### src/rtl/mxdot_pkg.sv
package mxdot_pkg;
  localparam int ELEM_W        = 4;
  localparam int SCALE_W       = 8;
  localparam int HALF_W        = 5;   // signed element in half units, -12..12
  localparam int PROD_W        = 9;   // signed product in quarter units, -144..144
  localparam int MAX_PROD      = 144;
  localparam int FP_W          = 32;
  localparam int SIG_W         = 24;
  localparam int MXDOT_LATENCY = 2;
  localparam logic [FP_W-1:0] QNAN = 32'h7FC0_0000;

  // Exact value of a 4-bit element in units of 0.5
  function automatic logic signed [HALF_W-1:0] elem_half_units(input logic [ELEM_W-1:0] c);
    logic [HALF_W-1:0] mag;
    if (c[2:1] == 2'b00) mag = {4'b0000, c[0]};
    else                 mag = {3'b001, c[0], 1'b0} << (c[2:1] - 2'd1) >> 1;
    return c[3] ? -$signed(mag) : $signed(mag);
  endfunction
endpackage

### src/rtl/mxdot_products.sv
module mxdot_products
  import mxdot_pkg::*;
#(
  parameter int N_ELEM = 32
) (
  input  logic [N_ELEM*ELEM_W-1:0] a_elems,
  input  logic [N_ELEM*ELEM_W-1:0] b_elems,
  output logic [N_ELEM*PROD_W-1:0] prods
);
  for (genvar i = 0; i < N_ELEM; i++) begin : g_lane
    logic signed [HALF_W-1:0] ha, hb;
    logic signed [PROD_W-1:0] p;
    always_comb begin
      ha = elem_half_units(a_elems[i*ELEM_W +: ELEM_W]);
      hb = elem_half_units(b_elems[i*ELEM_W +: ELEM_W]);
      p  = PROD_W'(ha) * PROD_W'(hb);
    end
    assign prods[i*PROD_W +: PROD_W] = p;
  end
endmodule

### src/rtl/mxdot_sum.sv
module mxdot_sum
  import mxdot_pkg::*;
#(
  parameter int N_ELEM = 32,
  parameter int ACC_W  = 16
) (
  input  logic [N_ELEM*PROD_W-1:0] prods,
  output logic signed [ACC_W-1:0] acc
);
  always_comb begin
    acc = '0;
    for (int i = 0; i < N_ELEM; i++)
      acc = acc + ACC_W'($signed(prods[i*PROD_W +: PROD_W]));
  end
endmodule

### src/rtl/mxdot_to_fp32.sv
module mxdot_to_fp32
  import mxdot_pkg::*;
#(
  parameter int ACC_W = 16
) (
  input  logic signed [ACC_W-1:0] acc,
  input  logic [SCALE_W-1:0]      sa,
  input  logic [SCALE_W-1:0]      sb,
  output logic [FP_W-1:0]         result
);
  localparam int EXP_BIAS_ADJ = 129; // 2*127 + 2 (quarter units) - 127 (FP32 bias)

  logic              sgn;
  logic [ACC_W-1:0]  mag;
  logic [SIG_W-1:0]  norm;
  int                msb;
  int                e_biased;

  always_comb begin
    sgn = acc[ACC_W-1];
    mag = sgn ? ACC_W'(-acc) : ACC_W'(acc);
    msb = 0;
    for (int i = 0; i < ACC_W; i++)
      if (mag[i]) msb = i;
    e_biased = msb + int'(sa) + int'(sb) - EXP_BIAS_ADJ;
    norm = SIG_W'(mag) << (SIG_W - 1 - msb);
    if (sa == '1 || sb == '1)      result = QNAN;
    else if (mag == '0)            result = '0;
    else if (e_biased >= 255)      result = {sgn, 8'hFF, 23'd0};
    else if (e_biased <= 0)        result = {sgn, 31'd0};
    else                           result = {sgn, e_biased[7:0], norm[SIG_W-2:0]};
  end
endmodule

### src/rtl/mxdot_block.sv
module mxdot_block
  import mxdot_pkg::*;
#(
  parameter int N_ELEM = 32,
  parameter int ACC_W  = 16
) (
  input  logic                     clk,
  input  logic                     rst,
  input  logic                     in_valid,
  output logic                     in_ready,
  input  logic [N_ELEM*ELEM_W-1:0] a_elems,
  input  logic [SCALE_W-1:0]       a_scale,
  input  logic [N_ELEM*ELEM_W-1:0] b_elems,
  input  logic [SCALE_W-1:0]       b_scale,
  output logic                     out_valid,
  input  logic                     out_ready,
  output logic [FP_W-1:0]          out_result
);
  localparam int ACC_LIMIT = N_ELEM * MAX_PROD;

  initial begin
    if (ACC_W > SIG_W || (1 << (ACC_W - 1)) <= ACC_LIMIT)
      $error("ACC_W must hold the exact sum and fit the FP32 significand");
  end

  logic [N_ELEM*PROD_W-1:0] prods;
  logic signed [ACC_W-1:0]  acc_c;
  logic                     advance;
  logic                     s1_v;
  logic signed [ACC_W-1:0]  s1_acc;
  logic [SCALE_W-1:0]       s1_sa, s1_sb;
  logic [FP_W-1:0]          fp_c;

  mxdot_products #(.N_ELEM(N_ELEM)) u_prod (
    .a_elems(a_elems), .b_elems(b_elems), .prods(prods));

  mxdot_sum #(.N_ELEM(N_ELEM), .ACC_W(ACC_W)) u_sum (
    .prods(prods), .acc(acc_c));

  mxdot_to_fp32 #(.ACC_W(ACC_W)) u_cvt (
    .acc(s1_acc), .sa(s1_sa), .sb(s1_sb), .result(fp_c));

  assign advance  = !out_valid || out_ready;
  assign in_ready = advance;

  always_ff @(posedge clk) begin
    if (rst) begin
      s1_v      <= 1'b0;
      out_valid <= 1'b0;
    end else if (advance) begin
      s1_v      <= in_valid;
      out_valid <= s1_v;
    end
  end

  always_ff @(posedge clk) begin
    if (advance) begin
      if (in_valid) begin
        s1_acc <= acc_c;
        s1_sa  <= a_scale;
        s1_sb  <= b_scale;
      end
      if (s1_v) out_result <= fp_c;
    end
  end


  acc_range_chk: assert property (@(posedge clk) disable iff (rst)
    s1_v |-> (s1_acc <= ACC_W'(ACC_LIMIT) && s1_acc >= -ACC_W'(ACC_LIMIT)));


  nan_prop_chk: assert property (@(posedge clk) disable iff (rst)
    (advance && s1_v && (s1_sa == 8'hFF || s1_sb == 8'hFF)) |=> (out_result == QNAN));


  canon_special_chk: assert property (@(posedge clk) disable iff (rst)
    (out_valid && out_result[30:23] == 8'hFF) |-> (out_result[22:0] == 23'd0 || out_result == QNAN));


  no_subnormal_chk: assert property (@(posedge clk) disable iff (rst)
    (out_valid && out_result[30:23] == 8'h00) |-> (out_result[22:0] == 23'd0));


  hold_stall_chk: assert property (@(posedge clk) disable iff (rst)
    (out_valid && !out_ready) |=> (out_valid && $stable(out_result)));


  full_block_chk: assert property (@(posedge clk) disable iff (rst)
    (out_valid && !out_ready) |-> !in_ready);


  reset_clear_chk: assert property (@(posedge clk)
    rst |=> !out_valid);
endmodule

### config.mk
export PLATFORM = sky130hd
export DESIGN_NAME = mxdot_block
export DESIGN_NICKNAME = d
export VERILOG_FILES = /design/src/rtl/mxdot_pkg.sv /design/src/rtl/mxdot_products.sv /design/src/rtl/mxdot_sum.sv /design/src/rtl/mxdot_to_fp32.sv /design/src/rtl/mxdot_block.sv
export SDC_FILE = /design/constraint.sdc
export NUM_CORES = 2
export LEC_CHECK = 0
export BUFFER_PORTS_ARGS = -buffer_cell sky130_fd_sc_hd__buf_2
export CAP_MARGIN = 20
export CORE_MARGIN = 1.5
export CORE_UTILIZATION = 65
export DETAILED_ROUTE_END_ITERATION = 6
export PLACE_DENSITY = 0.81
export SLEW_MARGIN = 10
export SYNTH_ARGS = -nofsm -noshare
export SYNTH_HDL_FRONTEND = slang
export SYNTH_SLANG_ARGS = --single-unit
### constraint.sdc
create_clock -name clk -period 14.22 [get_ports clk]
set_input_delay 0.711 -clock clk [delete_from_list [all_inputs] [get_ports clk]]
set_output_delay 0.711 -clock clk [all_outputs]
set_load 0.05 [all_outputs]
==> impl_metrics.csv <==
group,metric,value,unit
grt,grt_pass1_vias,40600,
grt,overflow,0,
route,via_per_inst,5.53,
sta,slew_viol_final,0,
floorplan,die_height,278,microns
clocking,htree_levels,3,
critical_path,crit_family,"adder cells",
critical_path,slowest_stage,"o41ai_1",
route,routedWlPerCell,15.0,microns
floorplan,coreArea,74700,sq um
logic_synthesis,synthAdderAreaFrac,46.8,%
route,detail-route-antenna-nets,0,
sta,fmaxAchievable,0.0873,GHz
sta,layout_worst_path_cycle_share,80.5,%
clocking,cts-hold-fix-buffers,0,
run,cap_violations,0,
grt,grt_first_pass_wirelength,188000,microns
route,via_count,40500,
sta,fin_setup_tns,0,ps
clocking,postCtsResizedCells,0,
clocking,cts_root_buf,"clkbuf_16",
place,port_buffers,309,
logic_synthesis,synth-compound-area-share,13.8,%
place,dpl.hpwl,98100,microns
clocking,clk_pin_slew,60,ps
finish,synthToLayoutAreaGrowth,5.66,%
route,wirelength,110000,microns
status,status,"complete, no violations",
clocking,clock_latency,340,ps
logic_synthesis,synth_mux_area_share,1.00,%
sta,rsz0062_at_grt,"false",
logic_synthesis,synth_top_family_by_area,"adder cells",
clocking,cts_setup_buffers,0,
critical_path,end_kind,"register",
logic_synthesis,yosys_warnings,0,
critical_path,crit_top_cell,"fa_1",
sta,hold_viol_final,0,
sta,period_minus_slack,11450,ps
route,drt_iter0_drc,2351,
floorplan,start_util,66.0,%
logic_synthesis,mappedNetlistArea,49300,sq um
logic_synthesis,synth-xor-area-share,7.94,%
clocking,clk_path_buf_depth,2,
floorplan,die-width,278,microns
route,drcViolationCount,0,
clocking,cts.sinks,66,
logic_synthesis,ys_async_sr_fraction,0,%
grt,grt_start_max_net_pins,33,
logic_synthesis,syn_avg_cell_area,8.10,sq um
sta,setup_viol,0,
logic_synthesis,synth_edf_count,64,
logic_synthesis,synthCells,6086,
finish,final_layout_size_suffix_gt1_share,7.58,%
critical_path,crit_type,"primary input to register",
clocking,cts_buffers,9,
critical_path,path_max_fanout,9,
logic_synthesis,synth-main-ff-cell,"edfxtp_1",
grt,grt_antenna_before_repair,26,
critical_path,rrSetupSlack,6300,ps
sta,worst_pin_slew,926,ps
route,drt_pass1_iterations,6,
logic_synthesis,synthSimpleGateAreaFrac,15.9,%
critical_path,cp_slowest_stage_delay,780,ps
logic_synthesis,ys_ff_latch,66,
logic_synthesis,synth_cell_types,82,
clocking,cts_tree,"built",
floorplan,io_pins,310,
sta,clock_skew,9.89,ps
critical_path,start_kind,"primary input",
min_path,hold_class,"register to register",
sta,slew_headroom,37.4,%
logic_synthesis,yosysSeqAreaShare,3.98,%
floorplan,fp.dieArea,77500,sq um
finish,layout.nets,7984,
floorplan,row_count,100,
critical_path,arrival,11530,ps
critical_path,crit_required,14290,ps
place,place.gp.congestion,0.950,
critical_path,cp.buffers_inverters,6,
grt,grt_use_total,29.0,%
## final timing paths
kind                              startpoint        endpoint  cells after the start
worst max-delay path            a_elems[117]      s1_acc[14]                     34
worst min-delay path                    s1_v       out_valid                      2
worst max register to register     s1_acc[0]  out_result[19]                     31
worst min register to register          s1_v       out_valid                      2
## cell usage after synthesis, types with 5 or more instances
cell	instances	share of area, %
o21ai_1	10	0.10
fa_1	769	31
o41ai_2	5	0.16
a2111o_1	9	0.21
nor3_1	46	0.47
a21oi_1	326	3.3
ha_1	615	16
clkbuf_1	82	0.62
o221a_2	23	0.53
a22oi_1	12	0.18
a31oi_1	10	0.13
o21bai_1	40	0.61
xnor2_1	333	5.9
o31ai_1	44	0.67
nand2_1	372	2.8
nand2b_1	123	1.6
or2_2	107	1.4
nor2_1	733	5.6
nand3_1	45	0.46
inv_1	1280	9.7
nor2b_1	164	2.1
a311oi_1	21	0.37
o221ai_1	6	0.11
o31a_1	11	0.20
or3_1	8	0.10
o22ai_1	6	0.076
a211oi_1	13	0.20
buf_2	10	0.10
xor2_1	114	2.0
a32oi_1	14	0.25
nand4_1	16	0.20
o211ai_1	19	0.29
a32o_1	40	0.81
mux2i_1	45	0.91
o32ai_1	5	0.089
and3_1	5	0.063
a2111oi_0	7	0.12
o41ai_1	8	0.14
o21ai_0	282	2.9
a21o_1	99	1.5
and2_1	61	0.77
o21a_1	25	0.38
edfxtp_1	64	3.9
## placed cells by master (no fill, tap or decap), types with 44 or more instances in the layout
cell type	synthesis	final
or2_2	107	107
edfxtp_1	64	64
a21o_1	99	99
xnor2_1	333	333
buf_2	10	309
inv_1	1280	1280
xor2_1	114	114
o21ai_0	282	282
nor3_1	46	46
a21oi_1	326	326
o31ai_1	44	44
fa_1	769	769
nor2_1	733	733
nand2b_1	123	123
and2_1	61	61
ha_1	615	615
nor2b_1	164	164
nand3_1	45	45
mux2i_1	45	45
nand2_1	372	372
## kinds of logic (layout without fill, tap and decap cells)
group	count (synthesis)	in the layout
simple gates	1707	1707
fa+ha+maj	1384	1384
buf+inv	1375	1610
compound gates	1057	1057
xor+xnor	447	447
flops	66	66
mux	49	49
other cells	1	35
## metal layers
metal / wire length (microns) / global-route usage, % / up-vias
met1: 46000 / 37.1 / 19500
met3: 4540 / 2.13 / 189
met5: 17 / 0 / -
li1: - / - / 19800
met4: 4340 / 10.9 / 4
met2: 54900 / 51.5 / 948
## through the flow
step	instances	area [sq um]	setup WS [ps]	hold WS, ps	util (%)
final	7324	52100	2770	454	69.7
after CTS	7298	52000	2920	457	69.7
after global routing	7319	52100	2070	482	69.7
after detailed placement	7282	51800	2580	449	69.3
after floorplan	6094	49300	3220	427	-
after global placement	7282	51800	2770	444	69.3
## tightest hold or removal path, cell delays in order, from the launching register on
cell     delay [ps]
dfxtp_1         320
inv_1            50
a21oi_1          50
## final cells by class
cell class,count,area (sq um)
diodes,26,65.1
clock buffers,10,229
clock inverters,6,42.5
fillers,6001,22600
inverters,1281,4810
multi-input cells,4653,42200
flip-flops and latches,66,1960
well taps,969,1210
repair buffers,313,1580
## registers in the layout (all words and copies together) (netlist names)
register	count
out_result	32
s1_acc	16
out_valid	1
s1_sb	8
s1_sa	8
s1_v	1
Power is not shown: default switching activity piles up to over one toggle a cycle in this logic, so the estimate is an artifact.
